`src/rtl/erc_pkg.sv`:
```
package erc_pkg;
  typedef enum logic [1:0] {
    FS_IDLE = 2'd0,
    FS_REQ  = 2'd1,
    FS_WAIT = 2'd2
  } fill_state_e;
endpackage

```
`src/rtl/erc_line_store.sv`:
```
module erc_line_store #(
  parameter int LINES  = 8,
  parameter int WORDS  = 4,
  parameter int DATA_W = 32,
  parameter int TAG_W  = 11,
  localparam int IDX_W  = $clog2(LINES),
  localparam int WORD_W = $clog2(WORDS)
) (
  input  logic              clk_i,
  input  logic              rst_ni,
  input  logic [IDX_W-1:0]  rd_idx_i,
  input  logic [WORD_W-1:0] rd_word_i,
  output logic [DATA_W-1:0] rd_data_o,
  output logic [TAG_W-1:0]  rd_tag_o,
  output logic              rd_valid_o,
  input  logic              wr_en_i,
  input  logic [IDX_W-1:0]  wr_idx_i,
  input  logic [WORD_W-1:0] wr_word_i,
  input  logic [DATA_W-1:0] wr_data_i,
  input  logic              tag_we_i,
  input  logic [TAG_W-1:0]  wr_tag_i
);
  logic [DATA_W-1:0] data_q [LINES][WORDS];
  logic [TAG_W-1:0]  tag_q  [LINES];
  logic [LINES-1:0]  valid_vec;

  for (genvar l = 0; l < LINES; l++) begin : g_line
    logic v_q;
    always_ff @(posedge clk_i or negedge rst_ni) begin
      if (!rst_ni)                                v_q <= 1'b0;
      else if (tag_we_i && wr_idx_i == IDX_W'(l)) v_q <= 1'b1;
    end
    assign valid_vec[l] = v_q;
  end

  always_ff @(posedge clk_i) begin
    if (wr_en_i)  data_q[wr_idx_i][wr_word_i] <= wr_data_i;
    if (tag_we_i) tag_q[wr_idx_i] <= wr_tag_i;
  end

  assign rd_data_o  = data_q[rd_idx_i][rd_word_i];
  assign rd_tag_o   = tag_q[rd_idx_i];
  assign rd_valid_o = valid_vec[rd_idx_i];
endmodule

```
`src/rtl/erc_fill_seq.sv`:
```
module erc_fill_seq
  import erc_pkg::*;
#(
  parameter int ADDR_W = 16,
  parameter int DATA_W = 32,
  parameter int LINES  = 8,
  parameter int WORDS  = 4,
  localparam int IDX_W  = $clog2(LINES),
  localparam int WORD_W = $clog2(WORDS),
  localparam int TAG_W  = ADDR_W - IDX_W - WORD_W
) (
  input  logic              clk_i,
  input  logic              rst_ni,
  input  logic              start_i,
  input  logic [TAG_W-1:0]  start_tag_i,
  input  logic [IDX_W-1:0]  start_idx_i,
  input  logic [WORD_W-1:0] start_word_i,
  input  logic              crit_first_i,
  output logic              busy_o,
  output logic [TAG_W-1:0]  fill_tag_o,
  output logic [IDX_W-1:0]  fill_idx_o,
  output logic [WORDS-1:0]  arrived_o,
  output logic              mem_req_o,
  output logic [ADDR_W-1:0] mem_addr_o,
  input  logic              mem_gnt_i,
  input  logic              mem_valid_i,
  input  logic [DATA_W-1:0] mem_data_i,
  output logic              wr_en_o,
  output logic [WORD_W-1:0] wr_word_o,
  output logic [DATA_W-1:0] wr_data_o,
  output logic              tag_we_o
);
  fill_state_e       state_q;
  logic [TAG_W-1:0]  tag_q;
  logic [IDX_W-1:0]  idx_q;
  logic [WORD_W-1:0] cur_q;
  logic [WORD_W-1:0] cnt_q;
  logic [WORDS-1:0]  arrived_q;
  logic              beat;
  logic              last_beat;

  assign beat      = (state_q == FS_WAIT) && mem_valid_i;
  assign last_beat = cnt_q == WORD_W'(WORDS - 1);

  always_ff @(posedge clk_i or negedge rst_ni) begin
    if (!rst_ni) begin
      state_q   <= FS_IDLE;
      tag_q     <= '0;
      idx_q     <= '0;
      cur_q     <= '0;
      cnt_q     <= '0;
      arrived_q <= '0;
    end else begin
      unique case (state_q)
        FS_IDLE: if (start_i) begin
          tag_q   <= start_tag_i;
          idx_q   <= start_idx_i;
          cur_q   <= crit_first_i ? start_word_i : '0;
          cnt_q   <= '0;
          state_q <= FS_REQ;
        end
        FS_REQ: if (mem_gnt_i) state_q <= FS_WAIT;
        FS_WAIT: if (mem_valid_i) begin
          cur_q <= cur_q + 1'b1;  // wraps within the line
          cnt_q <= cnt_q + 1'b1;
          if (last_beat) begin
            arrived_q <= '0;
            state_q   <= FS_IDLE;
          end else begin
            arrived_q[cur_q] <= 1'b1;
            state_q          <= FS_REQ;
          end
        end
        default: state_q <= FS_IDLE;
      endcase
    end
  end

  assign busy_o     = state_q != FS_IDLE;
  assign fill_tag_o = tag_q;
  assign fill_idx_o = idx_q;
  assign arrived_o  = arrived_q;
  assign mem_req_o  = state_q == FS_REQ;
  assign mem_addr_o = {tag_q, idx_q, cur_q};
  assign wr_en_o    = beat;
  assign wr_word_o  = cur_q;
  assign wr_data_o  = mem_data_i;
  assign tag_we_o   = beat && (cnt_q == '0);  // new tag and valid with first word
endmodule

```
`src/rtl/erc_lookup.sv`:
```
module erc_lookup #(
  parameter int TAG_W = 11,
  parameter int IDX_W = 3,
  parameter int WORDS = 4,
  localparam int WORD_W = $clog2(WORDS)
) (
  input  logic              req_i,
  input  logic [TAG_W-1:0]  tag_i,
  input  logic [IDX_W-1:0]  idx_i,
  input  logic [WORD_W-1:0] word_i,
  input  logic [TAG_W-1:0]  rd_tag_i,
  input  logic              rd_valid_i,
  input  logic              busy_i,
  input  logic [TAG_W-1:0]  fill_tag_i,
  input  logic [IDX_W-1:0]  fill_idx_i,
  input  logic [WORDS-1:0]  arrived_i,
  output logic              hit_o
);
  logic in_fill;
  logic line_hit;

  assign in_fill  = busy_i && (idx_i == fill_idx_i) && (tag_i == fill_tag_i);
  assign line_hit = rd_valid_i && (rd_tag_i == tag_i);
  // Line in flight: only words already landed count as hits
  assign hit_o    = req_i && (in_fill ? arrived_i[word_i] : line_hit);
endmodule

```
`src/rtl/early_restart_refill.sv`:
```
module early_restart_refill #(
  parameter int ADDR_W = 16,
  parameter int DATA_W = 32,
  parameter int LINES  = 8,
  parameter int WORDS  = 4
) (
  input  logic              clk_i,
  input  logic              rst_ni,
  input  logic              cpu_req_i,
  input  logic [ADDR_W-1:0] cpu_addr_i,
  input  logic              crit_first_i,
  output logic              cpu_stall_o,
  output logic [DATA_W-1:0] cpu_rdata_o,
  output logic              mem_req_o,
  output logic [ADDR_W-1:0] mem_addr_o,
  input  logic              mem_gnt_i,
  input  logic              mem_valid_i,
  input  logic [DATA_W-1:0] mem_data_i
);
  localparam int IDX_W  = $clog2(LINES);
  localparam int WORD_W = $clog2(WORDS);
  localparam int TAG_W  = ADDR_W - IDX_W - WORD_W;

  logic [TAG_W-1:0]  req_tag;
  logic [IDX_W-1:0]  req_idx;
  logic [WORD_W-1:0] req_word;
  logic [TAG_W-1:0]  rd_tag;
  logic              rd_valid;
  logic              busy;
  logic [TAG_W-1:0]  fill_tag;
  logic [IDX_W-1:0]  fill_idx;
  logic [WORDS-1:0]  arrived;
  logic              wr_en;
  logic [WORD_W-1:0] wr_word;
  logic [DATA_W-1:0] wr_data;
  logic              tag_we;
  logic              hit;
  logic              start;

  assign req_tag  = cpu_addr_i[ADDR_W-1 -: TAG_W];
  assign req_idx  = cpu_addr_i[WORD_W +: IDX_W];
  assign req_word = cpu_addr_i[WORD_W-1:0];

  erc_line_store #(
    .LINES(LINES), .WORDS(WORDS), .DATA_W(DATA_W), .TAG_W(TAG_W)
  ) u_store (
    .clk_i, .rst_ni,
    .rd_idx_i(req_idx), .rd_word_i(req_word),
    .rd_data_o(cpu_rdata_o), .rd_tag_o(rd_tag), .rd_valid_o(rd_valid),
    .wr_en_i(wr_en), .wr_idx_i(fill_idx), .wr_word_i(wr_word), .wr_data_i(wr_data),
    .tag_we_i(tag_we), .wr_tag_i(fill_tag)
  );

  erc_fill_seq #(
    .ADDR_W(ADDR_W), .DATA_W(DATA_W), .LINES(LINES), .WORDS(WORDS)
  ) u_seq (
    .clk_i, .rst_ni,
    .start_i(start), .start_tag_i(req_tag), .start_idx_i(req_idx),
    .start_word_i(req_word), .crit_first_i,
    .busy_o(busy), .fill_tag_o(fill_tag), .fill_idx_o(fill_idx), .arrived_o(arrived),
    .mem_req_o, .mem_addr_o, .mem_gnt_i, .mem_valid_i, .mem_data_i,
    .wr_en_o(wr_en), .wr_word_o(wr_word), .wr_data_o(wr_data), .tag_we_o(tag_we)
  );

  erc_lookup #(
    .TAG_W(TAG_W), .IDX_W(IDX_W), .WORDS(WORDS)
  ) u_look (
    .req_i(cpu_req_i), .tag_i(req_tag), .idx_i(req_idx), .word_i(req_word),
    .rd_tag_i(rd_tag), .rd_valid_i(rd_valid),
    .busy_i(busy), .fill_tag_i(fill_tag), .fill_idx_i(fill_idx), .arrived_i(arrived),
    .hit_o(hit)
  );

  assign cpu_stall_o = cpu_req_i && !hit;
  assign start       = cpu_stall_o && !busy;  // other-line miss waits for idle
endmodule

```
`config.mk`:
```
export PLATFORM = sky130hd
export DESIGN_NAME = early_restart_refill
export DESIGN_NICKNAME = d
export VERILOG_FILES = /design/src/rtl/erc_pkg.sv /design/src/rtl/erc_line_store.sv /design/src/rtl/erc_fill_seq.sv /design/src/rtl/erc_lookup.sv /design/src/rtl/early_restart_refill.sv
export SDC_FILE = /design/constraint.sdc
export NUM_CORES = 1
export LEC_CHECK = 0
export BUFFER_PORTS_ARGS = -buffer_cell sky130_fd_sc_hd__buf_2
export CORE_ASPECT_RATIO = 1.1
export CORE_MARGIN = 5
export CORE_UTILIZATION = 50
export CTS_BUF_LIST = sky130_fd_sc_hd__clkbuf_2 sky130_fd_sc_hd__clkbuf_4 sky130_fd_sc_hd__clkbuf_8
export DETAILED_ROUTE_END_ITERATION = 12
export HOLD_SLACK_MARGIN = 0.03
export PLACE_DENSITY = 0.66
export SLEW_MARGIN = 15
export SYNTH_ARGS = -nofsm -noshare
export SYNTH_HDL_FRONTEND = slang
export SYNTH_HIERARCHICAL = 1
export SYNTH_SLANG_ARGS = --single-unit
```
`constraint.sdc`:
```
create_clock -name clk_i -period 7.05 [get_ports clk_i]
set_input_delay 1.41 -clock clk_i [delete_from_list [all_inputs] [get_ports clk_i]]
set_output_delay 1.41 -clock clk_i [all_outputs]
set_load 0.05 [all_outputs]
```
==> results of run 1 <==
## Yosys cell counts, drive strengths merged
cell type	n
clkbuf	22
mux4	25
nor3	32
nand2b	6
buf	164
or3b	2
a31oi	34
or3	1
nor3b	1
xor2	11
mux2	27
and4b	1
o21ai	2
and3b	2
clkinv	1
nand4	3
edfxtp	1112
nand3b	5
a22o	66
nor4	4
a22oi	96
or2	10
nand2	103
dfrtp	32
o21bai	1
nor2	45
and2	2
a21oi	105
mux2i	515
nand3	100
xnor2	14
nor2b	4
ha	6
o22ai	2
inv	6
## through the flow
step | total power (W) | util [%] | area (um^2) | worst slack (ps)
floorplan | 0.00908 | - | 45500 | 2060
global placement | 0.00944 | 51.9 | 47100 | 1260
finish | 0.0147 | 55.7 | 50500 | 1320
detailed placement | 0.00948 | 51.9 | 47100 | 1280
global route | 0.0153 | 55.7 | 50500 | 1140
CTS | 0.0148 | 55.7 | 50500 | 1280
## power breakdown
part / switching [W] / internal, W
sequential: 0.000195 / 0.00771
clock: 0.00250 / 0.00288
combinational: 0.000973 / 0.000455
total: 0.00367 / 0.0110
## metal layers
metal  routed length [um]  share of wire, %  vias to the layer above  track usage (%)
met2                55200                50                     1047             38.0
met1                44500                40                    12500             29.8
li1                     -                 -                    10400                -
met5                    0                 0                        -                0
met4                 2870               2.6                        0             7.17
met3                 8250               7.4                      193             4.43
## area by class of cell
cell class / instances / area [um^2] / area share, %
diodes: 5 / 12.5 / 0.0248
clock buffers: 250 / 3020 / 5.97
clock inverters: 69 / 449 / 0.889
inverters: 7 / 27.5 / 0.0545
multi-input cells: 1225 / 10200 / 20.2
flip-flops and latches: 1144 / 34200 / 67.6
well taps: 1180 / 1480 / 2.92
repair buffers: 172 / 1160 / 2.29
## final timing paths
kind                       slack, ps  cells past startpoint                  start               endpoint
setup / recovery                1320                      8          cpu_addr_i[2]        cpu_rdata_o[27]
hold / removal                   460                      1  u_store/g_line[6].v_q  u_store/g_line[6].v_q
setup reg to reg                3220                      4       u_seq/state_q[1]  u_store/data_q[2][21]
hold reg to reg                  460                      1  u_store/g_line[6].v_q  u_store/g_line[6].v_q
max in group asynchronous       5820                      1                 rst_ni     u_seq/arrived_o[0]
min in group asynchronous        690                      1                 rst_ni    u_seq/fill_tag_o[2]
## worst register-to-register path, delay by kind of cell (launching register included)
| kind | cells | cell delay [ps] |
|---|---|---|
| buf+inv | 1 | 540 |
| flops | 1 | 590 |
| simple gates | 3 | 2330 |
## state kept, by name (all words and copies together) (netlist names)
name	count
u_seq/wr_word_o	2
u_seq/fill_idx_o	3
u_store/data_q	1024
u_seq/state_q	2
u_seq/fill_tag_o	11
u_store/tag_q	88
u_store/g_line.v_q	8
u_seq/cnt_q	2
u_seq/arrived_o	4
## cell families (layout without fill, tap and decap cells)
logic type	Yosys count	in the layout	synth area share, %
compound gates	306	306	4.54
xor+xnor	25	25	0.481
fa+ha+maj	6	6	0.165
buf+inv	193	498	3.05
flops	1144	1144	75.1
mux	567	567	13.3
other cells	0	5	0
simple gates	321	321	3.36
==> reports/results.tsv, run 1 <==
stage	metric	value	unit
cts	hold_buf cts	0	
cts	CTS tree	yes	
final_layout	most common cell after layout, fill and taps aside	edfxtp_1	
timing	Tightest Pin Transition	1200	ps
routing	routed len/inst	27.4	um
cts	H-tree Lvls	4	
timing	Final Max Tran Viols	0	
cts	root buffer cell	clkbuf_8	
routing	drt via density	5.97	
final_layout	# fillers	6852	
min_path	worst min path class	register to register	
placed_design	IO Port Bufs	103	
critical_path	crit-path leading delay family	buffers and inverters	
routing	antenna violation net count after detailed routing	0	
critical_path	worst path bufs/invs	3	
pwr	pwr/cell area	291	nW/um^2
critical_path	Worst Path Max Fanout	33	
cts	clk buf depth	3	
cts	Num CTS Buffers	178	
timing	Final Critical Period	5730	ps
timing	slew margin rel.	19.8	%
critical_path	most used cell, CP	buf_2	
synthesis	Seq/Total Area, Yosys	75.1	%
timing	RSZ-0062 raised after global routing	false	
grt	largest net degree at the start of global routing	87	
die	Die X-Extent	298	um
synthesis	Avg Cell Area, Syn	17.8	um^2
synthesis	mapped cell area	45500	um^2
synthesis	Post-Syn Instances	2562	
pwr	worst vdd ir	0.000197	V
synthesis	top cell type by total area after synthesis	edfxtp_1	
pwr	Leakage	17.7	nW
timing	worst hold slack	459	ps
final_layout	Nets	2788	
grt	overall global routing resource usage	22.5	%
placed_design	post-placement cell count	3728	
grt	Overflow after GRT	0	
timing	Worst Skew	47.5	ps
final_layout	layout cells sized above 1	19.1	%
critical_path	CP cell instances	buf_2, nor2b_4, buf_4, a22o_1, nor3_1, a31oi_1, nand3_1, buf_2	
critical_path	crit end category	output pin	
status	run status	complete, no violations	
grt	first-pass GRT wire length	161000	um
placed_design	Placer Congestion	0.791	
synthesis	Synth top area share	73.3	%
cts	CTS Sinks	1144	
critical_path	WP data required	5640	ps
critical_path	CP max stage delay	870	ps
critical_path	Worst path slowest cell	nor2b_4	
grt	initial antenna violation count	7	
synthesis	count of cell types in the netlist	46	
critical_path	Critical Path Start Type	primary input	
synthesis	Post-Syn Nets	2622	
final_layout	Final Non-Filler Cells	4052	
die	die height	327	um
final_layout	synth-to-layout area growth	11.0	%
routing	initial DRC count	2392	
die	io pins	104	
die	# rows	116	
die	Die Area	97200	um^2
grt	number of global-route vias before repair	24500	
die	Placeable Area	90700	um^2
routing	DR pass1 iterations	5	
timing	# setup viols final	0	
timing	period utilization	81.3	%
critical_path	critical path type	primary input to output pin	
synthesis	Area contributors post-synth	edfxtp_1 73%, mux2i_1 11%, dfrtp_1 1.8%	
flow_run	Max Cap Violations	0	
routing	final wirelength	111000	um
placed_design	HPWL after detailed placement	59600	um
routing	via count	24200	
critical_path	crit path DAT	4320	ps
cts	Skew-Pair Late Insertion Delay	840	ps
routing	DR DRC count	0	
timing	Max Fclk	174	MHz
die	Starting Density	50.2	%
synthesis	flops & latches, synth	1144	
cts	Post-CTS Resized	0	
timing	setup_tns	0	ps
timing	count of final hold-check violations	0	
synthesis	YS warnings	6	
cts	clk slew on worst S/H paths	60	ps
cts	postcts setup bufs	0	
final_layout	commonest non-fill, non-tap cells in the layout	1,112 x edfxtp_1, 515 x mux2i_1, 182 x clkbuf_8, 105 x a21oi_1	
(Power assumes the default switching activity.)
==> run 2, diff against run 1 <==
--- a/config.mk
+++ b/config.mk
@@ -5,6 +5,7 @@
 export SDC_FILE = /design/constraint.sdc
 export NUM_CORES = 1
 export LEC_CHECK = 0
+export ABC_AREA = 1
 export BUFFER_PORTS_ARGS = -buffer_cell sky130_fd_sc_hd__buf_2
 export CORE_ASPECT_RATIO = 1.1
 export CORE_MARGIN = 5
@@ -12,7 +13,7 @@
 export CTS_BUF_LIST = sky130_fd_sc_hd__clkbuf_2 sky130_fd_sc_hd__clkbuf_4 sky130_fd_sc_hd__clkbuf_8
 export DETAILED_ROUTE_END_ITERATION = 12
 export HOLD_SLACK_MARGIN = 0.03
-export PLACE_DENSITY = 0.66
+export PLACE_DENSITY = 0.68
 export SLEW_MARGIN = 15
 export SYNTH_ARGS = -nofsm -noshare
 export SYNTH_HDL_FRONTEND = slang
==> constraint.sdc (replaced) <==
create_clock -name clk_i -period 4.7 [get_ports clk_i]
set_input_delay 0.94 -clock clk_i [delete_from_list [all_inputs] [get_ports clk_i]]
set_output_delay 0.94 -clock clk_i [all_outputs]
set_load 0.05 [all_outputs]
==> reports/results.tsv, run 2 <==
stage	metric	value	unit
status	run status	complete, no violations	
pwr	cell-internal power	0.0165	W
critical_path	Worst Path Max Fanout	46	
die	# rows	118	
synthesis	Post-Syn Instances	4146	
final_layout	most common cell after layout, fill and taps aside	nand2_1	
timing	setup_tns	0	ps
grt	initial antenna violation count	13	
critical_path	worst path bufs/invs	5	
placed_design	IO Port Bufs	103	
synthesis	mapped cell area	47300	um^2
routing	Top Metal Used	met5	
placed_design	HPWL after detailed placement	64600	um
synthesis	YS warnings	6	
final_layout	Nets	4294	
grt	first-pass GRT wire length	190000	um
grt	Overflow after GRT	0	
routing	DR pass1 iterations	5	
pwr	worst vdd ir	0.000395	V
synthesis	Post-Synth Simple-Gate Area	22.4	%
grt	overall global routing resource usage	25.0	%
timing	Final Max Tran Viols	0	
synthesis	post-synthesis compound-gate area fraction	0.992	%
grt	largest net degree at the start of global routing	113	
timing	slew margin rel.	14.9	%
synthesis	flops & latches, synth	1144	
pwr	Sw Pwr	0.00578	W
synthesis	Post-Synth XOR/XNOR Area	0.0370	%
final_layout	commonest non-fill, non-tap cells in the layout	1,604 x nand2_1, 1,112 x edfxtp_1, 795 x nand3_1, 180 x clkbuf_8, 93 x buf_2	
routing	antenna violation net count after detailed routing	0	
timing	# setup viols final	0	
synthesis	top post-synthesis cells by count	1,604 x nand2_1, 1,112 x edfxtp_1, 795 x nand3_1, 121 x buf_2, 116 x nor2_1	
die	Starting Density	50.3	%
pwr	sw frac	26.0	%
critical_path	reg2reg start	u_seq/state_q[1]	
cts	H-tree Lvls	4	
cts	postcts setup bufs	0	
synthesis	number of flops mapped to enable cells by yosys	1112	
synthesis	largest family of logic cells by synthesized area	simple AND/OR/NAND/NOR gates	
pwr	pwr/cell area	423	nW/um^2
critical_path	crit path DAT	3270	ps
critical_path	crit-path leading delay family	buffers and inverters	
timing	RSZ-0062 raised after global routing	false	
cts	Skew-Pair Late Insertion Delay	840	ps
synthesis	Synth Area in Adders	0.159	%
routing	met3 WL	13200	um
synthesis	Seq/Total Area, Yosys	72.3	%
synthesis	Avg Cell Area, Syn	11.4	um^2
flow_run	Max Cap Violations	0	
critical_path	most used cell, CP	nand2_1	
die	Die X-Extent	303	um
routing	met1 wire length	50400	um
synthesis	Post-synth top flop	edfxtp_1	
cts	clk buf depth	3	
cts	Num CTS Buffers	178	
pwr	Comb pwr share	10.3	%
die	Placeable Area	94000	um^2
routing	via count	31600	
routing	DR DRC count	0	
cts	clk slew on worst S/H paths	60	ps
critical_path	CP startpoint	cpu_addr_i[2]	
final_layout	synth-to-layout area growth	11.2	%
timing	Tightest Pin Transition	1270	ps
critical_path	critical path type	primary input to output pin	
die	die height	333	um
pwr	Flop pwr share	52.9	%
cts	CTS tree	yes	
synthesis	Post-Syn Nets	4206	
critical_path	WP data required	3760	ps
timing	Final Critical Period	4210	ps
routing	drt via density	5.62	
synthesis	count of cell types in the netlist	28	
pwr	clock power share	36.7	%
timing	count of final hold-check violations	0	
die	Die Area	101000	um^2
timing	Worst Skew	29.3	ps
routing	routed len/inst	22.6	um
timing	worst hold slack	190	ps
placed_design	Placer Congestion	0.829	
grt	number of global-route vias before repair	30200	
synthesis	Synth top area share	70.6	%
final_layout	Largest Register	u_store/data_q	
cts	hold_buf cts	0	
pwr	Leakage	19.8	nW
critical_path	CP cell instances	buf_8, buf_12, o21ai_0, o21ai_0, a21oi_1, a31oi_1, nand2_1, nand2_1, nand2_1, nor2_1, nand3_2, nand2_1, nand2_1, nor2_1, inv_1, nand2_2, inv_1, buf_2	
routing	final wirelength	128000	um
synthesis	Async SR Flop Fraction	2.80	%
cts	Post-CTS Resized	0	
final_layout	max FFs per register	1024	
final_layout	layout cells sized above 1	12.3	%
final_layout	multi-input logic area	11400	um^2
critical_path	reg-to-reg slack, setup	1590	ps
final_layout	# fillers	7764	
critical_path	CP max stage delay	290	ps
die	io pins	104	
final_layout	Register Area	34200	um^2
routing	met2 WL	60000	um
synthesis	top cell type by total area after synthesis	edfxtp_1	
timing	Max Fclk	238	MHz
routing	initial DRC count	3406	
critical_path	Worst path slowest cell	buf_12	
timing	period utilization	89.5	%
cts	root buffer cell	clkbuf_8	
critical_path	crit end category	output pin	
synthesis	Area contributors post-synth	edfxtp_1 71%, nand2_1 13%, nand3_1 8.4%	
min_path	worst min path class	primary input to async pin	
synthesis	count leader, synth	nand2_1	
synthesis	proportion of synthesized area in mux cells	0	%
critical_path	Critical Path Start Type	primary input	
cts	CTS Sinks	1144	
[run 2: cell types whose count changed in the layout (fill, tap and decap cells not counted), sizes merged, moves of 69 or more]
cell / delta
nor2: +73
inv: +69
nand3: +697
a21oi: -89
mux2i: -515
nand2: +1504
a22oi: -96
[run 2: worst paths after layout]
check                                        end  depth (start not counted)
max                                  cpu_stall_o                         18
min in group clk_i              u_seq/state_q[1]                          3
min                          u_seq/fill_tag_o[6]                          1
min reg2reg                u_store/g_line[2].v_q                          2
max in group asynchronous  u_store/g_line[0].v_q                          1
max reg2reg                u_store/data_q[4][13]                          5
[run 2: cells by family (layout without fill, tap and decap cells)]
| family | Yosys count | after routing |
|---|---|---|
| other cells | 0 | 5 |
| buf+inv | 369 | 590 |
| xor+xnor | 2 | 2 |
| compound gates | 90 | 90 |
| flops | 1144 | 1144 |
| fa+ha+maj | 6 | 6 |
| simple gates | 2535 | 2535 |
[run 2: layout make-up]
type | count | area share (%)
Tap cell | 1260 | 3.00
Inverter | 78 | 0.597
Antenna cell | 5 | 0.0238
Sequential cell | 1144 | 65.0
Clock buffer | 246 | 5.65
Multi-Input combinational cell | 2633 | 21.6
Timing Repair Buffer | 199 | 3.19
Clock inverter | 67 | 0.932
[run 2: per-stage QoR]
stage | power [W] | setup WS [ps] | cell area, um^2 | instances | utilization [%]
final | 0.0223 | 494 | 52600 | 5632 | 56.0
after global routing | 0.0231 | 280 | 52600 | 5630 | 55.9
after CTS | 0.0224 | 568 | 52600 | 5627 | 55.9
after detailed placement | 0.0143 | 576 | 49100 | 5314 | 52.3
after global placement | 0.0142 | 582 | 49100 | 5314 | 52.3
after floorplan | 0.0136 | 1030 | 47300 | 4146 | -
[run 2: power groups by stage]
stage / sequential, W / clock, W / combinational [W]
2_1_floorplan: 0.0119 / 0 / 0.00167
3_3_place_gp: 0.0120 / 0 / 0.00226
3_5_place_dp: 0.0120 / 0 / 0.00229
4_1_cts: 0.0118 / 0.00831 / 0.00229
5_1_grt: 0.0118 / 0.00878 / 0.00251
6_report: 0.0118 / 0.00819 / 0.00230
[run 2: metal layers]
metal	track usage (%)	vias to the layer above
li1	-	14500
met1	34.6	15300
met2	39.7	1662
met3	5.61	251
met4	8.34	6
met5	0	-
